--- src/rtl/blkdec_pkg.sv ---
package blkdec_pkg;

   localparam logic [7:0] CH_IDLE  = 8'h07;
   localparam logic [7:0] CH_LPI   = 8'h06;
   localparam logic [7:0] CH_START = 8'hFB;
   localparam logic [7:0] CH_TERM  = 8'hFD;
   localparam logic [7:0] CH_ERROR = 8'hFE;
   localparam logic [7:0] CH_OSEQ  = 8'h9C;
   localparam logic [7:0] CH_OSIG  = 8'h5C;

   localparam logic [1:0] HDR_DATA = 2'b10;
   localparam logic [1:0] HDR_CTRL = 2'b01;

   localparam logic [7:0] BT_ALLCTL = 8'h1E;
   localparam logic [7:0] BT_S0     = 8'h78;
   localparam logic [7:0] BT_S4     = 8'h33;
   localparam logic [7:0] BT_OS4    = 8'h2D;
   localparam logic [7:0] BT_OS0    = 8'h4B;
   localparam logic [7:0] BT_OS04   = 8'h55;
   localparam logic [7:0] BT_OS0S4  = 8'h66;

   typedef enum logic [2:0] {
      SRC_CODE   = 3'd0,
      SRC_DATA   = 3'd1,
      SRC_DSHIFT = 3'd2,
      SRC_START  = 3'd3,
      SRC_TERM   = 3'd4,
      SRC_OSET   = 3'd5,
      SRC_ERR    = 3'd6
   } lane_src_e;

   // {valid, character}
   function automatic logic [8:0] widen_code(input logic [6:0] c);
      case (c)
         7'h00:   return {1'b1, CH_IDLE};
         7'h06:   return {1'b1, CH_LPI};
         7'h1E:   return {1'b1, CH_ERROR};
         7'h2D:   return {1'b1, 8'h1C};
         7'h33:   return {1'b1, 8'h3C};
         7'h4B:   return {1'b1, 8'h7C};
         7'h55:   return {1'b1, 8'hBC};
         7'h66:   return {1'b1, 8'hDC};
         7'h78:   return {1'b1, 8'hF7};
         default: return {1'b0, CH_ERROR};
      endcase
   endfunction

   // {valid, terminate lane}
   function automatic logic [3:0] term_position(input logic [7:0] bt);
      case (bt)
         8'h87:   return 4'b1_000;
         8'h99:   return 4'b1_001;
         8'hAA:   return 4'b1_010;
         8'hB4:   return 4'b1_011;
         8'hCC:   return 4'b1_100;
         8'hD2:   return 4'b1_101;
         8'hE1:   return 4'b1_110;
         8'hFF:   return 4'b1_111;
         default: return 4'b0_000;
      endcase
   endfunction

endpackage

--- src/rtl/blkdec_code_map.sv ---
module blkdec_code_map
   import blkdec_pkg::*;
#(
   parameter int LANES    = 8,
   parameter int BYTE_W   = 8,
   parameter int CODE_W   = 7,
   parameter int CODE_LSB = 8,
   localparam int DATA_W  = LANES * BYTE_W
) (
   input  logic [DATA_W-1:0] payload,
   output logic [DATA_W-1:0] code_chars,
   output logic [LANES-1:0]  code_bad
);

   for (genvar i = 0; i < LANES; i++) begin : g_lane
      logic [8:0] wide;
      assign wide = widen_code(payload[CODE_LSB + CODE_W*i +: CODE_W]);
      assign code_chars[BYTE_W*i +: BYTE_W] = wide[7:0];
      assign code_bad[i] = ~wide[8];
   end

endmodule

--- src/rtl/blkdec_type_decode.sv ---
module blkdec_type_decode
   import blkdec_pkg::*;
#(
   parameter int LANES = 8,
   localparam int HALF = LANES / 2
) (
   input  logic [1:0]             sync_hdr,
   input  logic [7:0]             block_type,
   output logic [LANES-1:0][2:0]  lane_src
);

   logic [3:0] term_info;
   assign term_info = term_position(block_type);

   always_comb begin
      for (int i = 0; i < LANES; i++) begin
         lane_src_e s;
         s = SRC_ERR;
         if (sync_hdr == HDR_DATA) begin
            s = SRC_DATA;
         end else if (sync_hdr == HDR_CTRL) begin
            case (block_type)
               BT_ALLCTL: s = SRC_CODE;
               BT_S0:     s = (i == 0) ? SRC_START : SRC_DATA;
               BT_S4:     s = (i < HALF) ? SRC_CODE :
                              (i == HALF) ? SRC_START : SRC_DATA;
               BT_OS4:    s = (i < HALF) ? SRC_CODE :
                              (i == HALF) ? SRC_OSET : SRC_DATA;
               BT_OS0:    s = (i == 0) ? SRC_OSET :
                              (i < HALF) ? SRC_DATA : SRC_CODE;
               BT_OS04:   s = (i == 0 || i == HALF) ? SRC_OSET : SRC_DATA;
               BT_OS0S4:  s = (i == 0) ? SRC_OSET :
                              (i == HALF) ? SRC_START : SRC_DATA;
               default: begin
                  if (term_info[3]) begin
                     if (i < int'(term_info[2:0]))       s = SRC_DSHIFT;
                     else if (i == int'(term_info[2:0])) s = SRC_TERM;
                     else                                s = SRC_CODE;
                  end else begin
                     s = SRC_ERR;
                  end
               end
            endcase
         end
         lane_src[i] = s;
      end
   end

endmodule

--- src/rtl/blkdec_lane_mux.sv ---
module blkdec_lane_mux
   import blkdec_pkg::*;
#(
   parameter int LANES    = 8,
   parameter int BYTE_W   = 8,
   parameter int OCODE_W  = 4,
   localparam int DATA_W  = LANES * BYTE_W,
   localparam int HALF    = LANES / 2,
   localparam int OS0_LSB = HALF * BYTE_W,
   localparam int OS4_LSB = OS0_LSB + OCODE_W
) (
   input  logic [DATA_W-1:0]      payload,
   input  logic [LANES-1:0][2:0]  lane_src,
   input  logic [DATA_W-1:0]      code_chars,
   input  logic [LANES-1:0]       code_bad,
   output logic [DATA_W-1:0]      word_next,
   output logic [LANES-1:0]       ctrl_next,
   output logic                   err_next
);

   logic [LANES-1:0] lane_err;

   for (genvar i = 0; i < LANES; i++) begin : g_lane
      localparam int OLSB = (i < HALF) ? OS0_LSB : OS4_LSB;
      logic [BYTE_W-1:0]  shifted;
      logic [OCODE_W-1:0] ocode;

      if (i < LANES - 1) begin : g_shift
         assign shifted = payload[BYTE_W*(i+1) +: BYTE_W];
      end else begin : g_noshift
         assign shifted = CH_ERROR;
      end

      assign ocode = payload[OLSB +: OCODE_W];

      always_comb begin
         word_next[BYTE_W*i +: BYTE_W] = CH_ERROR;
         ctrl_next[i] = 1'b1;
         lane_err[i]  = 1'b0;
         case (lane_src_e'(lane_src[i]))
            SRC_CODE: begin
               word_next[BYTE_W*i +: BYTE_W] = code_chars[BYTE_W*i +: BYTE_W];
               lane_err[i] = code_bad[i];
            end
            SRC_DATA: begin
               word_next[BYTE_W*i +: BYTE_W] = payload[BYTE_W*i +: BYTE_W];
               ctrl_next[i] = 1'b0;
            end
            SRC_DSHIFT: begin
               word_next[BYTE_W*i +: BYTE_W] = shifted;
               ctrl_next[i] = 1'b0;
            end
            SRC_START: word_next[BYTE_W*i +: BYTE_W] = CH_START;
            SRC_TERM:  word_next[BYTE_W*i +: BYTE_W] = CH_TERM;
            SRC_OSET: begin
               if (ocode == '0)
                  word_next[BYTE_W*i +: BYTE_W] = CH_OSEQ;
               else if (ocode == '1)
                  word_next[BYTE_W*i +: BYTE_W] = CH_OSIG;
               else
                  lane_err[i] = 1'b1;
            end
            default: lane_err[i] = 1'b1;
         endcase
      end
   end

   assign err_next = |lane_err;

   // a failed lane is always a control lane carrying the error character
   always_comb begin
      for (int i = 0; i < LANES; i++) begin
         assert_lane_err_char_R3: assert (!lane_err[i] ||
            (ctrl_next[i] && word_next[BYTE_W*i +: BYTE_W] == CH_ERROR))
            else $error("lane error without error character");
      end
   end

endmodule

--- src/rtl/blk66_rx_decoder.sv ---
module blk66_rx_decoder
   import blkdec_pkg::*;
#(
   parameter int LANES   = 8,
   parameter int BYTE_W  = 8,
   parameter int CODE_W  = 7,
   parameter int OCODE_W = 4,
   parameter int HDR_W   = 2,
   localparam int DATA_W = LANES * BYTE_W,
   localparam int BT_W   = 8
) (
   input  logic              clk,
   input  logic              rst,
   input  logic [63:0]       rx_payload,
   input  logic [1:0]        rx_sync,
   output logic [63:0]       xg_data,
   output logic [7:0]        xg_ctrl,
   output logic              decode_err
);

   if (LANES != 8 || BYTE_W != 8 || DATA_W != 64) begin : g_bad_width
      $error("decoder needs eight 8-bit lanes");
   end
   if (CODE_W != 7 || OCODE_W != 4 || HDR_W != 2) begin : g_bad_field
      $error("decoder field widths are fixed by the line code");
   end
   if (BT_W + LANES * CODE_W != DATA_W) begin : g_bad_pack
      $error("control codes must fill the payload above the type field");
   end

   localparam logic [DATA_W-1:0] IDLE_WORD = {LANES{CH_IDLE}};
   localparam logic [DATA_W-1:0] ERR_WORD  = {LANES{CH_ERROR}};

   logic [DATA_W-1:0]     code_chars;
   logic [LANES-1:0]      code_bad;
   logic [LANES-1:0][2:0] lane_src;
   logic [DATA_W-1:0]     word_next;
   logic [LANES-1:0]      ctrl_next;
   logic                  err_next;

   blkdec_code_map #(
      .LANES(LANES), .BYTE_W(BYTE_W), .CODE_W(CODE_W), .CODE_LSB(BT_W)
   ) code_map_i (
      .payload(rx_payload), .code_chars(code_chars), .code_bad(code_bad)
   );

   blkdec_type_decode #(.LANES(LANES)) type_dec_i (
      .sync_hdr(rx_sync), .block_type(rx_payload[BT_W-1:0]), .lane_src(lane_src)
   );

   blkdec_lane_mux #(
      .LANES(LANES), .BYTE_W(BYTE_W), .OCODE_W(OCODE_W)
   ) lane_mux_i (
      .payload(rx_payload), .lane_src(lane_src), .code_chars(code_chars),
      .code_bad(code_bad), .word_next(word_next), .ctrl_next(ctrl_next),
      .err_next(err_next)
   );

   always_ff @(posedge clk) begin
      if (rst) begin
         xg_data    <= IDLE_WORD;
         xg_ctrl    <= '1;
         decode_err <= 1'b0;
      end else begin
         xg_data    <= word_next;
         xg_ctrl    <= ctrl_next;
         decode_err <= err_next;
      end
   end

   assert_data_pass_R1: assert property (@(posedge clk) disable iff (rst)
      (!$past(rst) && $past(rx_sync) == HDR_DATA) |->
         (xg_ctrl == '0 && xg_data == $past(rx_payload) && !decode_err))
      else $error("data block not passed through");

   assert_bad_hdr_R8: assert property (@(posedge clk) disable iff (rst)
      (!$past(rst) && ($past(rx_sync) == 2'b00 || $past(rx_sync) == 2'b11)) |->
         (xg_ctrl == '1 && xg_data == ERR_WORD && decode_err))
      else $error("bad header not replaced by errors");

   assert_reset_word_R11: assert property (@(posedge clk)
      $past(rst) |-> (xg_data == IDLE_WORD && xg_ctrl == '1 && !decode_err))
      else $error("reset word wrong");

   assert_err_has_ctrl_R12: assert property (@(posedge clk) disable iff (rst)
      decode_err |-> (xg_ctrl != '0))
      else $error("error flag with no control lane");

endmodule

--- config.mk ---
export PLATFORM = sky130hd
export DESIGN_NAME = blk66_rx_decoder
export DESIGN_NICKNAME = d
export VERILOG_FILES = /design/src/rtl/blkdec_pkg.sv /design/src/rtl/blkdec_code_map.sv /design/src/rtl/blkdec_type_decode.sv /design/src/rtl/blkdec_lane_mux.sv /design/src/rtl/blk66_rx_decoder.sv
export SDC_FILE = /design/constraint.sdc
export NUM_CORES = 1
export LEC_CHECK = 0
export BUFFER_PORTS_ARGS = -buffer_cell sky130_fd_sc_hd__buf_2
export CORE_ASPECT_RATIO = 0.6
export CORE_MARGIN = 3
export CORE_UTILIZATION = 58
export DETAILED_ROUTE_END_ITERATION = 8
export PLACE_DENSITY_LB_ADDON = 0.08
export SLEW_MARGIN = 20
export SYNTH_ARGS = -nofsm -noshare
export SYNTH_HDL_FRONTEND = slang
export SYNTH_HIERARCHICAL = 1
export SYNTH_SLANG_ARGS = --single-unit
--- constraint.sdc ---
create_clock -name clk -period 4.9 [get_ports clk]
set_clock_uncertainty 0.15 [all_clocks]
set_input_delay 1.225 -clock clk [delete_from_list [all_inputs] [get_ports clk]]
set_output_delay 1.225 -clock clk [all_outputs]
set_load 0.01 [all_outputs]
# Word-level counts from Yosys, hierarchy flattened

Cells that the tools add are included.

Register bits after elaboration: 73
Logic and storage cells: 279

Order comparisons: 7
Equal/unequal tests: 130
Mux-type cells: 88
Bitwise operators: 8
Reductions and logical operators: 43

Operator list:

| cell                                           | count |
|---|---|
| one-hot mux 9 bit (9 select lines)             | 8 |
| one-hot mux 8 bit (6 select lines)             | 7 |
| == test 7 bit (second input constant)          | 32 |
| 2-to-1 mux 3 bit                               | 39 |
| == test 7 x 6 -> 1 bit (second input constant) | 16 |
| == test 8 bit (second input constant)          | 8 |
| == test 7 x 3 -> 1 bit (second input constant) | 8 |
| == test 7 x 5 -> 1 bit (second input constant) | 8 |
| zero test 7 bit                                | 8 |
| == test 3 x 2 -> 1 bit (second input constant) | 16 |
| == test 3 bit (second input constant)          | 16 |
| one-hot mux 8 bit (5 select lines)             | 1 |
| one-hot mux 3 bit (2 select lines)             | 6 |
| OR reduction 4 bit                             | 9 |
| == test 8 x 7 -> 1 bit (second input constant) | 4 |
| 2-to-1 mux 8 bit                               | 4 |
| one-hot mux 4 bit (8 select lines)             | 1 |
| zero test 3 bit                                | 9 |
| == test 3 x 1 -> 1 bit (second input constant) | 8 |
| one-hot mux 1 bit (3 select lines)             | 8 |
| OR reduction 2 bit                             | 11 |
| == test 8 x 6 -> 1 bit (second input constant) | 2 |
| == test 3 bit (first input constant)           | 4 |
| 2-to-1 mux 1 bit                               | 12 |
| other kinds (16)                               | 31 |

# Depth between registers and ports, before layout

Depth in word-level cells: 13
Depth in mapped cells: 14

# Modules after synthesis

Netlist, hierarchy kept.

Modules (own cells, without submodules):

| module             | times used | cells an instance | area each (um^2) | sequential area each (um^2) |
|---|---|---|---|---|
| blkdec_code_map    | 1          | 387               | 2423.6           | 0.0 |
| blkdec_lane_mux    | 1          | 382               | 2344.7           | 0.0 |
| blk66_rx_decoder   | 1          | 154               | 1966.9           | 1461.4 |
| blkdec_type_decode | 1          | 126               | 889.6            | 0.0 |

# Worst setup path after synthesis

No wires, ideal clock.

Kind: input-to-reg
Start: in rx_payload[7]
End: reg decode_err
Library setup time: 0.114 ns
Arrival time: 3.648 ns
Required time: 4.636 ns
Slack: 0.989 ns
Stages on the path: 12
Path buffers: 3
Cell sequence: buf_2 -> or4_1 -> o2bb2ai_2 -> nor3_4 -> o21ai_0 -> buf_4 -> clkbuf_1 -> nor4b_1 -> a31oi_1 -> nand3_1 -> or3_1 -> nor2b_1

RTL lines:

| item                 | line                   | text |
|---|---|---|
| start, declared      | blk66_rx_decoder.sv:14 | `input logic [63:0] rx_payload,` |
| end signal, assigned | blk66_rx_decoder.sv:67 | `decode_err <= err_next;` |
| end, declared        | blk66_rx_decoder.sv:18 | `output logic decode_err` |

==> metrics <==
die width=154.0 um; ranking of synthesized cells by area=dfxtp_1 (19%), nor2b_1 (4.9%), nor4bb_1 (4.6%); Peak VDD IR=0.0001307 V; WL final=23.66 mm; Nets=1188; Setup-failing EPs final=0; critical path class=input pin to flop; startpoint types=input pin; Slew Limit Fails=0; Yosys top cell by area=dfxtp_1; antenna violations before repair=0; row cnt=31; DP Worst Slack=0.5752 ns; worst-margin pin slew=0.9290 ns; Max Fclk=0.2430 GHz; final hold violations=0; CP max FO=20; period utilization=0.8397; leakage=3.215 nW; global-route usage over all layers=0.3157; Synth top area share=0.1917; area delta synth->final=12.88%; Post-route DRC=0; vias after detailed routing=8387; Worst EP required=4.98 ns; Mapped Cells=1049; Hold Path Class=input pin to flop; sequential-to-total area share from yosys stat=0.1917; fraction of layout cells with a size suffix above 1=0.1964; CTS buffer count=9; largest net degree at the start of global routing=74; setup_tns=0 ns; Placed Instances=1274; Die Y=94.82 um; post-CTS sizing=0; Post-synth EDFFs=0; Avg Cell Area, Syn=7.269 sq um; ys async rst share=0; PnR worst setup slack=0.7853 ns; Final Total Pwr=2.035 mW; antenna-violating nets left=0; post-route cell area=0.008607 sq mm; Top Ports=141; GPL Wtd Cong=0.9616; fin util=0.6913; postcts setup bufs=0; CTS tree=yes; Slew HR=0.3778; Mapped Area=0.007625 sq mm; post-synth cell types=85; Via density=6.502; crit path launch=rx_payload[0]; number of diodes=0; most common cell in the netlist=nand2_1; Non-Filler Instances=1290; CTS H-tree depth=3; P per Cell Area=236.5 mW/mm^2; WL/cell=18.34 um; DP HPWL=16.96 mm; Die ar.=0.01460 sq mm; Worst-path clk slew=0.06 ns; Initial DRT Pass Iterations=6; Core Area=0.01245 sq mm; vias in the first global route=7159; post-synthesis register bit count=73; min Tclk post-route=4.115 ns; status=finished, final reports clean; Iter 0 DRT Violations=1020; clock root cell=clkbuf_16; Hold Crit Start=rx_payload[18]; RSZ-0062 raised after global routing=no; Syn. warnings=6; clk buf depth=2; Synth Flop Type=dfxtp_1; Fill cells=1094; Post-Place Cell Area=0.008238 sq mm; hold_buf cts=0; Clock Sinks=73; Min Hold Slack=1.210 ns; commonest cells in the synthesized netlist=nand2_1 (84), dfxtp_1 (73), nor2_1 (71); Worst EP arrival=4.19 ns; Max-Cap Viols=0; global route overflow=0; port bufs=140; crit path capture type=flop; Initial Util=0.6124; first-pass GRT wire length=38.32 mm
[cells by family after synthesis]
kind of cell / after synthesis / share of synthesized area
DFF: 73 / 0.1917
muxes: 39 / 0.05415
AOI/OAI and AO/OA: 280 / 0.2591
other: 1 / 0.0004918
and+or+nand+nor: 506 / 0.4045
xor gates and xnor gates: 8 / 0.009190
buffers and inverters: 142 / 0.08090
[sequential cells by signal, summed over array words and instances, names as in the netlist]
register / flops
decode_err: 1
xg_data: 64
xg_ctrl: 8
[cells in the final DEF, fill, tap and decap left out, drive strengths merged, types with 35 or more instances in the layout]
| cell | synthesis | layout |
|---|---|---|
| nand2 | 84 | 84 |
| nand2b | 35 | 35 |
| inv | 34 | 36 |
| or2 | 40 | 40 |
| nor2 | 72 | 72 |
| buf | 41 | 161 |
| nor4bb | 35 | 35 |
| dfxtp | 73 | 73 |
| a21oi | 37 | 37 |
| o21ai | 58 | 58 |
| nor2b | 60 | 60 |
[area by class of cell]
class,instances,area (sq um),share of cell area
Clock buffer,10,229.0,0.02660
Timing Repair Buffer,161,860.8,0.1000
Tap cell,165,206.4,0.02399
Multi-Input combinational cell,841,5584,0.6488
Sequential cell,73,1461,0.1698
Inverter,34,127.6,0.01483
Clock inverter,6,137.6,0.01599
[layer usage]
metal / track usage / wire length [um] / vias to the layer above
met4: 0.06319 / 306 / 0
li1: - / - / 4022
met2: 0.4140 / 9328 / 456
met3: 0.07418 / 2565 / 34
met1: 0.5062 / 11460 / 3875
met5: 0 / 0 / -
[final timing paths]
kind | to | slack [ns] | cells past startpoint
setup / recovery | xg_data[57] | 0.79 | 10
hold / removal | xg_data[10] | 1.21 | 4
[worst max-delay path, cell delays in order]
cell	delay, ns
buf_2	0.27
and4bb_1	0.30
o2bb2ai_2	0.16
nor3_4	0.40
a21boi_2	0.16
a31oi_1	0.72
buf_4	0.30
nor2_1	0.07
a221o_1	0.37
or2_1	0.20
[where the power goes]
group / switching (mW) / internal (mW)
Clock: 0.277 / 0.553
Sequential: 0.00959 / 0.633
Combinational: 0.352 / 0.212
(Power assumes the default switching activity.)
